<file path="src/rtl/spi_pio_pkg.sv">
package spi_pio_pkg;

  localparam int HOST_AW = 6;
  localparam int IDX_W   = 3;

  localparam logic [IDX_W-1:0] IDX_CFG  = 3'd0;
  localparam logic [IDX_W-1:0] IDX_STAT = 3'd1;
  localparam logic [IDX_W-1:0] IDX_FCTL = 3'd2;
  localparam logic [IDX_W-1:0] IDX_TXD  = 3'd3;
  localparam logic [IDX_W-1:0] IDX_RXD  = 3'd4;
  localparam logic [IDX_W-1:0] IDX_DIV  = 3'd5;

  typedef enum logic [1:0] {
    XFER_DUPLEX = 2'd0,
    XFER_RX     = 2'd1,
    XFER_TX     = 2'd2,
    XFER_ALT    = 2'd3
  } xfer_mode_e;

  typedef struct packed {
    logic       run_en;
    logic       fifo_en;
    logic [6:0] word_cnt;
    logic [3:0] slave_sel;
    xfer_mode_e mode;
    logic [4:0] len_m1;
    logic       tx_enable;
    logic       sel_pol;
    logic       cpol;
    logic       cpha;
  } cfg_t;

  function automatic cfg_t cfg_unpack(logic [26:0] w);
    cfg_t c;
    c.cpha      = w[0];
    c.cpol      = w[1];
    c.sel_pol   = w[2];
    c.tx_enable = w[3];
    c.len_m1    = w[8:4];
    c.mode      = xfer_mode_e'(w[13:12]);
    c.slave_sel = w[17:14];
    c.word_cnt  = w[24:18];
    c.fifo_en   = w[25];
    c.run_en    = w[26];
    return c;
  endfunction

  function automatic logic [63:0] cfg_pack(cfg_t c);
    return 64'({c.run_en, c.fifo_en, c.word_cnt, c.slave_sel, c.mode,
                3'b000, c.len_m1, c.tx_enable, c.sel_pol, c.cpol, c.cpha});
  endfunction

endpackage

</file>
<file path="src/rtl/spi_pio_clkdiv.sv">
module spi_pio_clkdiv #(
  parameter int DIV_W = 14
) (
  input  logic             clk,
  input  logic             rst_n,
  input  logic             run_i,
  input  logic [DIV_W-1:0] div_i,
  output logic             tick_o
);

  logic [DIV_W-1:0] cnt_q;

  assign tick_o = run_i && (cnt_q == div_i);

  always_ff @(posedge clk or negedge rst_n) begin
    if (!rst_n)                cnt_q <= '0;
    else if (!run_i || tick_o) cnt_q <= '0;
    else                       cnt_q <= cnt_q + 1'b1;
  end

  // The half-period counter never runs past the programmed limit.
  AST_DIV_BOUND: assert property (@(posedge clk) disable iff (!rst_n)
    run_i |-> cnt_q <= div_i) else $error("divider past limit");

endmodule

</file>
<file path="src/rtl/spi_pio_shifter.sv">
module spi_pio_shifter
  import spi_pio_pkg::*;
#(
  parameter int MAX_W = 32
) (
  input  logic             clk,
  input  logic             rst_n,
  input  logic             start_i,
  input  logic [MAX_W-1:0] word_i,
  input  logic [$clog2(MAX_W)-1:0] len_m1_i,
  input  xfer_mode_e       mode_i,
  input  logic             cpha_i,
  input  logic             cpol_i,
  input  logic             tick_i,
  input  logic             miso_i,
  output logic             busy_o,
  output logic             sclk_o,
  output logic             mosi_o,
  output logic             done_o,
  output logic             rx_keep_o,
  output logic [MAX_W-1:0] rx_word_o
);

  localparam int LEN_W  = $clog2(MAX_W) + 1;
  localparam int EDGE_W = LEN_W + 1;

  logic             busy_q, lvl_q, cpha_q;
  xfer_mode_e       mode_q;
  logic [LEN_W-1:0] len_q, len_d;
  logic [EDGE_W-1:0] edge_q, last_edge;
  logic [MAX_W-1:0] tx_sh_q, rx_sh_q, tx_load;
  logic             lead, sample_now, shift_now, last_now;

  assign len_d = (len_m1_i < (LEN_W-1)'(3)) ? LEN_W'(4)
               : LEN_W'(len_m1_i) + LEN_W'(1);
  assign tx_load = (mode_i == XFER_RX) ? '0
                 : word_i << (LEN_W'(MAX_W) - len_d);

  assign lead       = ~edge_q[0];
  assign sample_now = cpha_q ? ~lead : lead;
  assign shift_now  = ~sample_now && !(cpha_q && edge_q == '0);
  assign last_edge  = {len_q, 1'b0} - EDGE_W'(1);
  assign last_now   = (edge_q == last_edge);

  assign busy_o    = busy_q;
  assign done_o    = busy_q && tick_i && last_now;
  assign rx_keep_o = (mode_q != XFER_TX);
  assign rx_word_o = sample_now ? {rx_sh_q[MAX_W-2:0], miso_i} : rx_sh_q;
  assign sclk_o    = cpol_i ^ lvl_q;
  assign mosi_o    = busy_q & tx_sh_q[MAX_W-1];

  always_ff @(posedge clk or negedge rst_n) begin
    if (!rst_n) begin
      busy_q  <= 1'b0;
      lvl_q   <= 1'b0;
      cpha_q  <= 1'b0;
      mode_q  <= XFER_DUPLEX;
      len_q   <= LEN_W'(4);
      edge_q  <= '0;
      tx_sh_q <= '0;
      rx_sh_q <= '0;
    end else if (start_i && !busy_q) begin
      busy_q  <= 1'b1;
      lvl_q   <= 1'b0;
      cpha_q  <= cpha_i;
      mode_q  <= mode_i;
      len_q   <= len_d;
      edge_q  <= '0;
      tx_sh_q <= tx_load;
      rx_sh_q <= '0;
    end else if (busy_q && tick_i) begin
      edge_q <= edge_q + 1'b1;
      if (sample_now) rx_sh_q <= {rx_sh_q[MAX_W-2:0], miso_i};
      if (shift_now)  tx_sh_q <= {tx_sh_q[MAX_W-2:0], 1'b0};
      if (last_now) begin
        busy_q <= 1'b0;
        lvl_q  <= 1'b0;
      end else begin
        lvl_q  <= ~lvl_q;
      end
    end
  end

  AST_SCLK_IDLE: assert property (@(posedge clk) disable iff (!rst_n)
    !busy_q |-> sclk_o == cpol_i) else $error("sclk not idle");
  AST_EDGE_BOUND: assert property (@(posedge clk) disable iff (!rst_n)
    busy_q |-> edge_q < {len_q, 1'b0}) else $error("edge overrun");
  AST_LEN_FLOOR: assert property (@(posedge clk) disable iff (!rst_n)
    busy_q |-> len_q >= LEN_W'(4)) else $error("word too short");

endmodule

</file>
<file path="src/rtl/spi_pio_regs.sv">
module spi_pio_regs
  import spi_pio_pkg::*;
#(
  parameter int DIV_W = 14,
  parameter int MAX_W = 32
) (
  input  logic               clk,
  input  logic               rst_n,
  input  logic               wr_en_i,
  input  logic               rd_en_i,
  input  logic [HOST_AW-1:0] addr_i,
  input  logic [63:0]        wdata_i,
  output logic [63:0]        rdata_o,
  input  logic               busy_i,
  input  logic               done_i,
  input  logic               rx_keep_i,
  input  logic [MAX_W-1:0]   rx_word_i,
  output cfg_t               cfg_o,
  output logic [DIV_W-1:0]   div_o,
  output logic               start_o,
  output logic [MAX_W-1:0]   tx_word_o
);

  cfg_t             cfg_q;
  logic [DIV_W-1:0] div_q;
  logic [MAX_W-1:0] rx_data_q;
  logic             rx_rdy_q;
  logic [IDX_W-1:0] idx;
  logic             tx_rdy, wr_cfg, wr_div, rd_rx;
  logic [63:0]      status_w;
  logic             unused_bits;

  assign idx     = addr_i[HOST_AW-1:3];
  assign tx_rdy  = cfg_q.run_en && !busy_i;
  assign wr_cfg  = wr_en_i && (idx == IDX_CFG) && !busy_i;
  assign wr_div  = wr_en_i && (idx == IDX_DIV) && !busy_i;
  assign start_o = wr_en_i && (idx == IDX_TXD) && tx_rdy;
  assign rd_rx   = rd_en_i && (idx == IDX_RXD);

  assign cfg_o     = cfg_q;
  assign div_o     = div_q;
  assign tx_word_o = wdata_i[MAX_W-1:0];
  assign status_w  = 64'({1'b0, 1'b1, 1'b0, 1'b1, 1'b0, ~busy_i, tx_rdy, rx_rdy_q});
  assign unused_bits = ^{wdata_i[63:27], addr_i[2:0]};

  always_ff @(posedge clk or negedge rst_n) begin
    if (!rst_n) begin
      cfg_q     <= '0;
      div_q     <= '0;
      rx_data_q <= '0;
      rx_rdy_q  <= 1'b0;
    end else begin
      if (wr_cfg) cfg_q <= cfg_unpack(wdata_i[26:0]);
      if (wr_div) div_q <= wdata_i[DIV_W-1:0];
      if (done_i && rx_keep_i) begin
        rx_rdy_q  <= 1'b1;
        rx_data_q <= rx_word_i;
      end else if (rd_rx) begin
        rx_rdy_q  <= 1'b0;
      end
    end
  end

  always_comb begin
    unique case (idx)
      IDX_CFG:  rdata_o = cfg_pack(cfg_q);
      IDX_STAT: rdata_o = status_w;
      IDX_RXD:  rdata_o = 64'(rx_data_q);
      IDX_DIV:  rdata_o = 64'(div_q);
      default:  rdata_o = '0;
    endcase
  end

  AST_CFG_FROZEN: assert property (@(posedge clk) disable iff (!rst_n)
    busy_i |=> $stable(cfg_q) && $stable(div_q)) else $error("config moved in flight");
  AST_RX_CLEAR: assert property (@(posedge clk) disable iff (!rst_n)
    (rd_rx && !done_i) |=> !rx_rdy_q) else $error("rx ready not cleared");
  AST_BUSY_NEEDS_RUN: assert property (@(posedge clk) disable iff (!rst_n)
    busy_i |-> cfg_q.run_en) else $error("shifting without run bit");

endmodule

</file>
<file path="src/rtl/spi_pio_master.sv">
module spi_pio_master
  import spi_pio_pkg::*;
#(
  parameter int NUM_CS = 4,
  parameter int MAX_W  = 32,
  parameter int DIV_W  = 14
) (
  input  logic               clk,
  input  logic               rst_n,
  input  logic               host_wr_en,
  input  logic               host_rd_en,
  input  logic [HOST_AW-1:0] host_addr,
  input  logic [63:0]        host_wdata,
  output logic [63:0]        host_rdata,
  output logic               sclk_o,
  output logic               mosi_o,
  input  logic               miso_i,
  output logic [NUM_CS-1:0]  cs_o
);

  cfg_t             cfg;
  logic [DIV_W-1:0] div;
  logic             start, busy, done, rx_keep, tick;
  logic [MAX_W-1:0] tx_word, rx_word;
  logic [NUM_CS-1:0] cs_act;

  spi_pio_regs #(.DIV_W(DIV_W), .MAX_W(MAX_W)) u_regs (
    .clk(clk), .rst_n(rst_n), .wr_en_i(host_wr_en), .rd_en_i(host_rd_en),
    .addr_i(host_addr), .wdata_i(host_wdata), .rdata_o(host_rdata),
    .busy_i(busy), .done_i(done), .rx_keep_i(rx_keep), .rx_word_i(rx_word),
    .cfg_o(cfg), .div_o(div), .start_o(start), .tx_word_o(tx_word)
  );

  spi_pio_clkdiv #(.DIV_W(DIV_W)) u_clkdiv (
    .clk(clk), .rst_n(rst_n), .run_i(busy), .div_i(div), .tick_o(tick)
  );

  spi_pio_shifter #(.MAX_W(MAX_W)) u_shift (
    .clk(clk), .rst_n(rst_n), .start_i(start), .word_i(tx_word),
    .len_m1_i(cfg.len_m1), .mode_i(cfg.mode), .cpha_i(cfg.cpha),
    .cpol_i(cfg.cpol), .tick_i(tick), .miso_i(miso_i), .busy_o(busy),
    .sclk_o(sclk_o), .mosi_o(mosi_o), .done_o(done), .rx_keep_o(rx_keep),
    .rx_word_o(rx_word)
  );

  for (genvar g = 0; g < NUM_CS; g++) begin : g_cs
    assign cs_o[g]   = (cfg.run_en && cfg.slave_sel == 4'(g)) ? cfg.sel_pol : ~cfg.sel_pol;
    assign cs_act[g] = cs_o[g] == cfg.sel_pol;
  end

  AST_CS_SINGLE: assert property (@(posedge clk) disable iff (!rst_n)
    $onehot0(cs_act)) else $error("several selects active");

endmodule

</file>
<file path="config.mk">
export PLATFORM = sky130hd
export DESIGN_NAME = spi_pio_master
export DESIGN_NICKNAME = d
export VERILOG_FILES = /design/src/rtl/spi_pio_pkg.sv /design/src/rtl/spi_pio_clkdiv.sv /design/src/rtl/spi_pio_shifter.sv /design/src/rtl/spi_pio_regs.sv /design/src/rtl/spi_pio_master.sv
export SDC_FILE = /design/constraint.sdc
export NUM_CORES = 1
export LEC_CHECK = 0
export BUFFER_PORTS_ARGS = -buffer_cell sky130_fd_sc_hd__buf_4
export CORE_MARGIN = 2
export CORE_UTILIZATION = 50
export CTS_BUF_LIST = sky130_fd_sc_hd__clkbuf_8 sky130_fd_sc_hd__clkbuf_16
export CTS_CLUSTER_DIAMETER = 60
export DETAILED_ROUTE_END_ITERATION = 16
export PLACE_DENSITY = 0.75
export REMOVE_ABC_BUFFERS = 1
export SLEW_MARGIN = 5
export SYNTH_ARGS = -nofsm -noshare
export SYNTH_HDL_FRONTEND = slang
export SYNTH_SLANG_ARGS = --single-unit
</file>
<file path="constraint.sdc">
create_clock -name clk -period 5.6 [get_ports clk]
set_clock_uncertainty 0.2 [all_clocks]
set_input_delay 0.28 -clock clk [delete_from_list [all_inputs] [get_ports clk]]
set_output_delay 0.28 -clock clk [all_outputs]
set_load 0.05 [all_outputs]
</file>
==> reports/results.tsv, run 1 <==
metric	value	unit
GRT overflow	0	
Reg clk slew, reported paths	0.07	ns
EDFF count, synth	0	
vias in the first global route	8108	
Avg Inst Size Synth	9.47	um2
Slew Limit Fails	0	
Inserted Clock Buffers	17	
Core Footprint	0.0202	mm2
gpl congestion	0.891	
Post-Syn Area	0.0103	mm2
drc violations	0	
top_reg_cell synth	dfrtp_1	
Synth Instances	1089	
Max VDD drop	502	uV
# Post-CTS Setup Buffers	0	
crit path kind	reg2reg	
CP max stage delay	0.56	ns
total detailed-routing wirelength	27000	um
post_cts resized	0	
via count	8583	
Critical-path top delay cell	dfrtp_1	
CP Launch Type	flop	
die area	0.0218	mm2
fmax	0.253	GHz
Slew HR	0.174	
clk buf depth	2	
NumNets Final	1234	
worst reg2reg path depth	10	
HPWL after DPL	18500	um
status	completed	
synthesis-stage register bit count	167	
Worst-Margin Slew	1.23	ns
CP arrival	4.11	ns
fin crit share	0.706	
clk root buf	clkbuf_16	
drt pass-1 iters	6	
Antenna Nets Post-Route	0	
pwr/cell area	691	mW/mm2
Fin. Hold Viols	0	
r2r startpoint	u_regs.cfg_o[8]$_DFFE_PN0P_	
Unique masters post-synth	81	
fin util	0.582	
RSZ-0062 raised after global routing	false	
r2r endpoint	u_shift.tx_sh_q[18]$_DFFE_PN0P_	
Syn-to-layout area delta	14.2	%
Clk Latency, worst-skew pair	0.43	ns
CP startpoint	u_regs.cfg_o[8]$_DFFE_PN0P_	
layout cells sized above 1	0.197	
Seq/Total Area, Yosys	0.405	
fraction of registers with async set or reset after synthesis	1.00	
CP Data Required Time	5.75	ns
P_leak	5.19	nW
worst-path fanout max	15	
Final setup viols	0	
Min-Delay Path Class	in2async	
setup_tns	0	ns
initial antenna violation count	1	
Starting Density	0.510	
drt initial violations	730	
pin count of the biggest net entering global routing	80	
clock sinks	167	
Ports	145	
GR Util All Layers	0.252	
r2r setup slk	1.64	ns
via/cell ratio	5.97	
first-pass GRT wire length	43500	um
Max Cap Viol	0	
H-tree levels	4	
# hold bufs at CTS	30	
CP Capture Type	flop	
crit-path cells	or3_4 > o21ai_0 > ha_1 > nor2_1 > o21ai_0 > a21bo_2 > nor2_1 > nand2_1 > or3_1 > a31oi_1	
synth warn	0	
die height	148	um
CTS tree	yes	
num rows	52	
IO Port Bufs	77	
Die Width	148	um
Tmin final	3.96	ns
routed length per instance	18.8	um
[layout by cell type, fill, tap and decap left out, types with 11 or more instances in the layout]
cell           count
xnor2_1           30
mux4_2            32
a21oi_1           76
dlygate4sd3_1     30
nand4_1           13
nand3_1           53
clkbuf_16         17
conb_1            32
mux2_2            43
inv_1             46
nand2_1           75
mux2i_1           26
o21a_1            11
dfrtp_1          166
xor2_1            20
a22o_1            13
buf_4             90
and2_1            11
a211oi_1          13
o21ai_0           92
nor2_1           131
[power breakdown]
group / internal (mW) / switching [mW] / total [mW]
registers: 1.62 / 0.441 / 2.07
clock network: 0.609 / 0.565 / 1.17
logic: 2.08 / 2.82 / 4.89
total: 4.31 / 3.82 / 8.13
[layer usage]
metal  routed length, um  part of all wire  track usage  vias to the layer above
met5                   0                 0            0                        -
met4                 844             0.031       0.0962                        0
met3                1490             0.055       0.0398                       60
met2               12900              0.48        0.401                      308
met1               11800              0.44        0.351                     4291
li1                    -                 -            -                     3924
[state kept, by name, summed over array words and instances (netlist names)]
name              count
u_shift.len_q         6
u_shift.cpha_q        1
u_shift.tx_sh_q      32
u_regs.cfg_o         24
u_shift.busy_o        1
u_shift.mode_q        2
u_regs.rx_data_q     32
u_regs.div_o         14
u_shift.lvl_q         1
u_shift.edge_q        7
u_regs.rx_rdy_q       1
u_clkdiv.cnt_q       14
u_shift.rx_sh_q      32
[critical path: cells and delay by family, from the launching register on]
family	cells	cell delay (ns)
simple gates	5	1.68
fa+ha+maj	1	0.52
compound gates	4	0.91
flops	1	0.56
[cells by family (layout without fill, tap and decap cells)]
| logic type | count (synthesis) | count (layout) | synth area share |
|---|---|---|---|
| AO/OA/AOI/OAI | 267 | 267 | 0.163 |
| XOR/XNOR | 53 | 53 | 0.0476 |
| AND/OR/NAND/NOR | 335 | 335 | 0.152 |
| other | 1 | 33 | 0.000364 |
| buffers and inverters | 155 | 201 | 0.0755 |
| flip-flops | 167 | 167 | 0.405 |
| multiplexers | 105 | 105 | 0.149 |
| adder cells (fa/ha/maj) | 6 | 6 | 0.00728 |
[synthesized netlist by cell type (3+ instances only)]
cell type | number | area share
a22o_1 | 13 | 0.011
a211oi_1 | 13 | 0.0095
nand2_1 | 75 | 0.027
a311o_1 | 3 | 0.0029
nor2b_1 | 3 | 0.0018
nand4_1 | 13 | 0.0079
buf_6 | 4 | 0.0044
o21a_1 | 11 | 0.0080
mux2i_1 | 26 | 0.025
a31oi_1 | 7 | 0.0042
and3_1 | 6 | 0.0036
nand3_1 | 53 | 0.026
nor3_1 | 12 | 0.0058
inv_1 | 46 | 0.017
a2bb2oi_1 | 6 | 0.0051
xor2_1 | 20 | 0.017
or3_1 | 3 | 0.0018
o21ai_0 | 92 | 0.045
dfrtp_1 | 166 | 0.40
nor2_1 | 131 | 0.048
o31ai_1 | 4 | 0.0029
buf_2 | 20 | 0.0097
a22oi_1 | 4 | 0.0029
o22a_1 | 5 | 0.0042
and4_1 | 3 | 0.0025
a21oi_1 | 76 | 0.037
ha_1 | 6 | 0.0073
o2bb2ai_1 | 3 | 0.0025
clkbuf_1 | 42 | 0.015
xnor2_1 | 31 | 0.026
nand3b_1 | 3 | 0.0022
nand2b_1 | 5 | 0.0030
nor4_1 | 3 | 0.0018
mux2_2 | 43 | 0.047
and2_1 | 11 | 0.0067
buf_4 | 37 | 0.027
buf_1 | 4 | 0.0015
mux4_2 | 32 | 0.070
[how the worst max path moves through the flow]
stage	slack, ns	endpoint	cells after the start
5_1_grt	1.47	u_shift.tx_sh_q[18]$_DFFE_PN0P_	10
6_report	1.64	u_shift.tx_sh_q[18]$_DFFE_PN0P_	10
4_1_cts	1.72	u_shift.tx_sh_q[18]$_DFFE_PN0P_	10
2_1_floorplan	0.13	u_shift.rx_sh_q[10]$_DFFE_PN0P_	4
3_3_place_gp	1.73	u_shift.tx_sh_q[18]$_DFFE_PN0P_	10
3_5_place_dp	1.71	u_shift.tx_sh_q[18]$_DFFE_PN0P_	10
[per-stage QoR]
stage               instances  instance area, um2  setup slack, ns  power [mW]  hold WS, ns
finish                   1437               11800             1.64        8.13       0.0907
global route             1437               11800             1.47        8.66        0.117
CTS                      1436               11800             1.72        8.08        0.101
detailed placement       1374               10900             1.71        6.86      -0.0158
global placement         1374               10900             1.73        6.78      -0.0185
floorplan                1013                9830            0.129        5.67       -0.216
[cell type report]
type	instances	area, um2
Timing Repair Buffer	121	987
Antenna cell	1	2.50
Fill cell	1712	8460
Clock buffer	18	439
Tap cell	270	338
Inverter	48	183
Sequential cell	167	4180
Multi-Input combinational cell	798	5490
Clock inverter	14	155
Power figures use the tool's default switching activity.
==> inputs of run 2 (changes only) <==
--- a/config.mk
+++ b/config.mk
@@ -5,13 +5,14 @@
 export SDC_FILE = /design/constraint.sdc
 export NUM_CORES = 1
 export LEC_CHECK = 0
+export ABC_AREA = 1
 export BUFFER_PORTS_ARGS = -buffer_cell sky130_fd_sc_hd__buf_4
 export CORE_MARGIN = 2
 export CORE_UTILIZATION = 50
 export CTS_BUF_LIST = sky130_fd_sc_hd__clkbuf_8 sky130_fd_sc_hd__clkbuf_16
 export CTS_CLUSTER_DIAMETER = 60
 export DETAILED_ROUTE_END_ITERATION = 16
-export PLACE_DENSITY = 0.75
+export PLACE_DENSITY = 0.78
 export REMOVE_ABC_BUFFERS = 1
 export SLEW_MARGIN = 5
 export SYNTH_ARGS = -nofsm -noshare
==> constraint.sdc (replaced) <==
create_clock -name clk -period 3.3 [get_ports clk]
set_clock_uncertainty 0.2 [all_clocks]
set_input_delay 0.165 -clock clk [delete_from_list [all_inputs] [get_ports clk]]
set_output_delay 0.165 -clock clk [all_outputs]
set_load 0.05 [all_outputs]
==> run 2 against run 1 <==
  * Power down 45%
  * Setup slack worse by 1.2 ns
  * Hold slack worse by 0.072 ns
  * Fmax up 41%
  * Clock power up 74%
  * Combinational power down 93%
==> reports/results.tsv, run 2 <==
metric	value	unit	change
routed length per instance	15.4	um	-18%
CP Capture Type	flop		
Slew Limit Fails	0		unchanged
GR Util All Layers	0.260		+0.00795
gpl congestion	0.912		+2.3%
Starting Density	0.507		-0.00305
antenna diode instance count	0		-1
fmax	0.355	GHz	+41%
Critical-path top delay cell	dfrtp_1		
first-pass GRT wire length	45500	um	+4.7%
clk buf depth	2		unchanged
Final setup viols	0		unchanged
Reg clk slew, reported paths	0.07	ns	about the same
via count	9655		+12%
Seq/Total Area, Yosys	0.410		+0.00508
Inserted Clock Buffers	17		unchanged
synth warn	0		unchanged
Tmin final	2.82	ns	-1.14 ns
P_leak	5.92	nW	+14%
status	completed		
via/cell ratio	5.45		-8.8%
NumNets Final	1570		+27%
Top delay family on crit path	simple AND/OR/NAND/NOR gates		
clock sinks	167		unchanged
most frequent cells in the layout	445 x nand2_1, 169 x nand3_1, 166 x dfrtp_1		
top-count cell post-synth	nand2_1		
Fin. Hold Viols	0		unchanged
CP arrival	2.95	ns	-1.16 ns
Post-Syn Area	0.0102	mm2	-1.2%
pin count of the biggest net entering global routing	75		-6.3%
setup_tns	0	ns	unchanged
biggest regs	u_regs.rx_data_q (32), u_shift.rx_sh_q (32), u_shift.tx_sh_q (32)		
# Post-CTS Setup Buffers	0		unchanged
drt initial violations	836		+15%
Max VDD drop	362	uV	-28%
EDFF count, synth	0		unchanged
die area	0.0215	mm2	-1.2%
worst-path fanout max	17		+2
hold_ws	0.0185	ns	-0.0722 ns
top post-synthesis cells by count	445 x nand2_1, 170 x nand3_1, 166 x dfrtp_1		
CP Data Required Time	3.43	ns	-2.32 ns
largest area contributor in the netlist	dfrtp_1		
fin crit share	0.853		+0.147
Ports	145		unchanged
drt pass-1 iters	5		-1
ranking of synthesized cells by area	dfrtp_1 41%, nand2_1 16%, nand3_1 8.4%		
Worst-Margin Slew	0.733	ns	-0.502 ns
num rows	52		unchanged
commonest non-fill, non-tap cell in the layout	nand2_1		
H-tree levels	4		unchanged
Avg Inst Size Synth	7.23	um2	-24%
GRT overflow	0		unchanged
vias in the first global route	9122		+13%
Unique masters post-synth	51		-37%
synthesis-stage register bit count	167		unchanged
Synth Instances	1409		+29%
clk root buf	clkbuf_16		
initial antenna violation count	0		-1
CP bufs+invs	2		+2
post_cts resized	0		unchanged
Die Width	147	um	-0.60%
top_reg_cell synth	dfrtp_1		
crit-path cells	ha_1 > nand2_1 > ha_1 > inv_1 > buf_4 > nand3_1 > nand2_1 > nand2_1 > nand3_1 > nand2_1 > nand2_1 > nand3_1 > nand2_1 > nand2_1		
RSZ-0062 raised after global routing	false		
Slew HR	0.512		+0.338
CP max stage delay	0.42	ns	-0.14 ns
most frequent CP cell	nand2_1		
crit path kind	reg2reg		
CTS tree	yes		
Clk Latency, worst-skew pair	0.44	ns	about the same
pwr/cell area	378	mW/mm2	-45%
CP Launch Type	flop		
IO Port Bufs	77		unchanged
drc violations	0		unchanged
die height	147	um	-0.60%
Antenna Nets Post-Route	0		unchanged
HPWL after DPL	18900	um	+1.8%
layout cells sized above 1	0.124		-0.0734
Max Cap Viol	0		unchanged
fraction of registers with async set or reset after synthesis	1.00		unchanged
Synth top area share	0.408		+0.00505
Syn-to-layout area delta	15.2	%	
total detailed-routing wirelength	27300	um	+0.93%
Core Footprint	0.0201	mm2	-0.64%
Min-Delay Path Class	in2reg		
## run 2: power by group
group	internal, mW	switching, mW	total [mW]	leakage, nW
sequential	2.05	0.000412	2.05	2.03
clock	1.07	0.957	2.03	0.288
combinational	0.0978	0.258	0.356	3.61
total	3.22	1.22	4.43	5.92
## run 2: cell type report
| cell class | count | area (um2) |
|---|---|---|
| Clock buffer | 17 | 425 |
| Clock inverter | 15 | 159 |
| Fill cell | 1817 | 8370 |
| Inverter | 137 | 515 |
| Multi-Input combinational cell | 1033 | 5020 |
| Sequential cell | 167 | 4180 |
| Tap cell | 270 | 338 |
| Timing Repair Buffer | 133 | 1100 |
## run 2: path summary, 6_finish.rpt
check / startpoint / slack (ns) / cells after the start / end
min in group asynchronous: rst_n / 0.10 / 2 / u_regs.rx_data_q[25]$_DFFE_PN0P_
min reg2reg: u_shift.tx_sh_q[18]$_DFFE_PN0P_ / 0.28 / 2 / u_shift.tx_sh_q[18]$_DFFE_PN0P_
min: host_wr_en / 0.02 / 5 / u_regs.div_o[4]$_DFFE_PN0P_
max reg2reg: u_regs.cfg_o[5]$_DFFE_PN0P_ / 0.48 / 14 / u_shift.tx_sh_q[18]$_DFFE_PN0P_
max: u_regs.cfg_o[5]$_DFFE_PN0P_ / 0.48 / 14 / u_shift.tx_sh_q[18]$_DFFE_PN0P_
max in group asynchronous: rst_n / 1.88 / 3 / u_shift.len_q[2]$_DFFE_PN1P_
## run 2: per-layer routing
metal	wire [um]	GRT usage	vias to the layer above
li1	-	-	4700
met1	11900	0.357	4544
met2	13000	0.422	353
met3	1620	0.0348	58
met4	760	0.102	0
met5	0	0	-
## run 2: cells by family after synthesis
group | count (synthesis) | share of synthesized area
flops | 167 | 0.410
compound gates | 232 | 0.130
simple gates | 732 | 0.312
xor+xnor | 25 | 0.0252
fa+ha+maj | 6 | 0.00737
buf+inv | 240 | 0.108
other cells | 1 | 0.000368
mux | 6 | 0.00663
## run 2: worst reg2reg max path: cells and delay by family (launching register included)
kind	cells	cell delay, ns
simple gates	10	0.79
buf+inv	2	0.66
fa+ha+maj	2	0.64
flops	1	0.42
## run 2: per-stage QoR
| stage | cell area [um2] | utilization | worst slack (ns) | cells | total power, mW |
|---|---|---|---|---|---|
| after global routing | 11700 | 0.584 | 0.198 | 1772 | 4.56 |
| after global placement | 10800 | 0.538 | 0.573 | 1707 | 2.41 |
| final | 11700 | 0.584 | 0.485 | 1772 | 4.43 |
| after CTS | 11700 | 0.584 | 0.501 | 1772 | 4.44 |
| after floorplan | 9710 | - | -0.132 | 1337 | 2.27 |
| after detailed placement | 10800 | 0.538 | 0.510 | 1707 | 2.41 |
## run 2: repair_timing
action                                  CTS  global route
endpoints found under the setup margin    0             0
hold buffers                             33             0
endpoints found under the hold margin   113             0
==> inputs of run 3 (changes only) <==
--- a/config.mk
+++ b/config.mk
@@ -6,7 +6,7 @@
 export NUM_CORES = 1
 export LEC_CHECK = 0
 export ABC_AREA = 1
-export BUFFER_PORTS_ARGS = -buffer_cell sky130_fd_sc_hd__buf_4
+export BUFFER_PORTS_ARGS = -buffer_cell sky130_fd_sc_hd__buf_2
 export CORE_MARGIN = 2
 export CORE_UTILIZATION = 50
 export CTS_BUF_LIST = sky130_fd_sc_hd__clkbuf_8 sky130_fd_sc_hd__clkbuf_16
@@ -14,7 +14,7 @@
 export DETAILED_ROUTE_END_ITERATION = 16
 export PLACE_DENSITY = 0.78
 export REMOVE_ABC_BUFFERS = 1
-export SLEW_MARGIN = 5
+export SLEW_MARGIN = 20
 export SYNTH_ARGS = -nofsm -noshare
 export SYNTH_HDL_FRONTEND = slang
 export SYNTH_SLANG_ARGS = --single-unit
==> run 3 against run 2 <==
  * Combinational power down 5.6%
  * Sequential share of layout area up 0.62 points
  * Via count down 1.4%
  * Clock power about the same
  * Count of clock-buffer cells in the layout unchanged
  * Register-to-register slack worse by 0.05 ns
  * Setup slack worse by 0.047 ns
  * Power up 0.28%
  * First-iteration DRC count down 11%
  * Utilization down 1.0 points
  * Final area down 1.7%
  * Largest power group is now the clock network
==> reports/results.tsv, run 3 (synthesized netlist as in run 2, its figures left out) <==
metric	value	unit	change
drt initial violations	745		-11%
Min-Delay Path Class	in2reg		
sw frac	0.277		+0.00269
IO Port Bufs	77		unchanged
routed length per instance	15.0	um	-2.6%
commonest non-fill, non-tap cell in the layout	nand2_1		
# Post-CTS Setup Buffers	0		unchanged
clk buf depth	2		unchanged
hold_ws	0.162	ns	+0.143 ns
crit-path cells	ha_1 > nand2_1 > ha_1 > inv_1 > buf_4 > nand3_1 > nand3_1 > nand3_1 > nand2_1 > inv_1 > nand2_1 > nand3_1 > nand2_1 > nand2_1		
CP max stage delay	0.42	ns	about the same
Antenna Nets Post-Route	0		unchanged
CP bufs+invs	3		+1
total detailed-routing wirelength	26500	um	-2.8%
die height	147	um	unchanged
Tmin final	2.86	ns	+0.0468 ns
Slew HR	0.458		-0.0540
status	completed		
Critical-path top delay cell	dfrtp_1		
num rows	52		unchanged
gpl congestion	0.923		+1.2%
Fin. Hold Viols	0		unchanged
r2r endpoint	u_shift.tx_sh_q[23]$_DFFE_PN0P_		
Final WS setup	0.438	ns	-0.0468 ns
antenna diode instance count	0		unchanged
CP Capture Type	flop		
Max Cap Viol	0		unchanged
GR Util All Layers	0.250		-0.00995
worst-path fanout max	17		unchanged
CP Launch Type	flop		
Comb pwr share	0.076		-0.004
Max VDD drop	299	uV	-17%
post_cts resized	0		unchanged
DP Worst Slack	0.477	ns	-0.0327 ns
Die Width	147	um	unchanged
pwr/cell area	385	mW/mm2	+2.0%
CP Data Required Time	3.43	ns	about the same
clk root buf	clkbuf_16		
Clock Power Share	0.464		+0.006
GRT overflow	0		unchanged
pin count of the biggest net entering global routing	87		+16%
P_leak	5.87	nW	-0.80%
drt pass-1 iters	8		+3
number of fill cells in the layout	1781		-2.0%
Starting Density	0.507		unchanged
Top delay family on crit path	simple AND/OR/NAND/NOR gates		
Slew Limit Fails	0		unchanged
H-tree levels	4		unchanged
clock sinks	167		unchanged
most frequent CP cell	nand2_1		
crit path kind	reg2reg		
fin crit share	0.867		+0.0142
first-pass GRT wire length	43600	um	-4.2%
drc violations	0		unchanged
fmax	0.349	GHz	-1.6%
P_sw	1.23	mW	+1.3%
Hold Path Stages	6		+1
Inserted Clock Buffers	17		unchanged
CTS tree	yes		
biggest regs	u_regs.rx_data_q (32), u_shift.rx_sh_q (32), u_shift.tx_sh_q (32)		
worst reg2reg path depth	14		unchanged
Pwr Total	4.45	mW	+0.28%
Final setup viols	0		unchanged
layout cells sized above 1	0.123		-0.000337
most frequent cells in the layout	445 x nand2_1, 169 x nand3_1, 166 x dfrtp_1		
Int Pwr	3.21	mW	about the same
hold path endpoint	u_regs.div_o[3]$_DFFE_PN0P_		
HPWL after DPL	18500	um	-2.1%
Ports	145		unchanged
Worst-Margin Slew	0.813	ns	+0.0809 ns
min-delay src	host_wr_en		
via/cell ratio	5.39		-1.2%
RSZ-0062 raised after global routing	false		
NumNets Final	1566		-0.25%
CP arrival	2.99	ns	+0.04 ns
die area	0.0215	mm2	unchanged
Reg clk slew, reported paths	0.08	ns	about the same
power share of the sequential group	0.460		-0.002
r2r setup slk	0.44	ns	-0.05 ns
vias in the first global route	8846		-3.0%
r2r startpoint	u_regs.cfg_o[5]$_DFFE_PN0P_		
initial antenna violation count	0		unchanged
via count	9522		-1.4%
Core Footprint	0.0201	mm2	unchanged
fin util	0.574		-0.00996
Clk Latency, worst-skew pair	0.44	ns	about the same
Syn-to-layout area delta	13.3	%	
-- run 3: what timing repair did --
action / CTS / global route
hold buffers: 30 / 0
setup endpoints to repair: 0 / 0
endpoints found under the hold margin: 125 / 0
-- run 3: layer usage --
layer  part of all wire  GRT usage  wire length [um]  vias to the layer above
met1               0.44      0.340             11800                     4449
met5                  0          0                 0                        -
met4              0.032     0.0990               850                        0
met3              0.055     0.0484              1450                       65
met2               0.47      0.398             12400                      322
li1                   -          -                 -                     4686
-- run 3: how the worst max path moves through the flow --
stage	to	cells past startpoint	startpoint	slack [ns]
after floorplan	u_regs.rx_data_q[0]$_DFFE_PN0P_	9	u_clkdiv.cnt_q[7]$_DFF_PN0_	-0.13
after global placement	u_shift.tx_sh_q[21]$_DFFE_PN0P_	12	u_regs.cfg_o[5]$_DFFE_PN0P_	0.56
after detailed placement	u_shift.tx_sh_q[23]$_DFFE_PN0P_	14	u_regs.cfg_o[5]$_DFFE_PN0P_	0.48
after CTS	u_shift.tx_sh_q[23]$_DFFE_PN0P_	14	u_regs.cfg_o[5]$_DFFE_PN0P_	0.48
after global routing	u_shift.tx_sh_q[23]$_DFFE_PN0P_	14	u_regs.cfg_o[5]$_DFFE_PN0P_	0.25
final	u_shift.tx_sh_q[23]$_DFFE_PN0P_	14	u_regs.cfg_o[5]$_DFFE_PN0P_	0.44
-- run 3: worst reg2reg max path: cells and delay by family, from the launching register on --
| kind | cells | cell delay, ns |
|---|---|---|
| fa+ha+maj | 2 | 0.64 |
| simple gates | 9 | 0.82 |
| buf+inv | 3 | 0.70 |
| flops | 1 | 0.42 |
-- run 3: power groups by stage --
stage / sequential (mW) / combinational [mW] / clock (mW)
finish: 2.05 / 0.336 / 2.06
global route: 2.05 / 0.365 / 2.18
detailed placement: 2.09 / 0.306 / 0
floorplan: 2.09 / 0.183 / 0
global placement: 2.09 / 0.306 / 0
CTS: 2.05 / 0.334 / 2.09
-- run 3: area by class of cell --
cell class              count  area, um2  area share
clock inverters            15        186      0.0162
multi-input cells        1033       5020       0.435
repair buffers            129        870      0.0754
clock buffers              17        425      0.0369
flip-flops and latches    167       4180       0.362
inverters                 137        515      0.0447
well taps                 270        338      0.0293
-- run 3: through the flow --
step                instance area, um2  setup TNS, ns  cells
floorplan                         9710          -3.18   1337
global placement                 10600              0   1706
detailed placement               10600              0   1706
CTS                              11500              0   1768
global route                     11500              0   1768
finish                           11500              0   1768
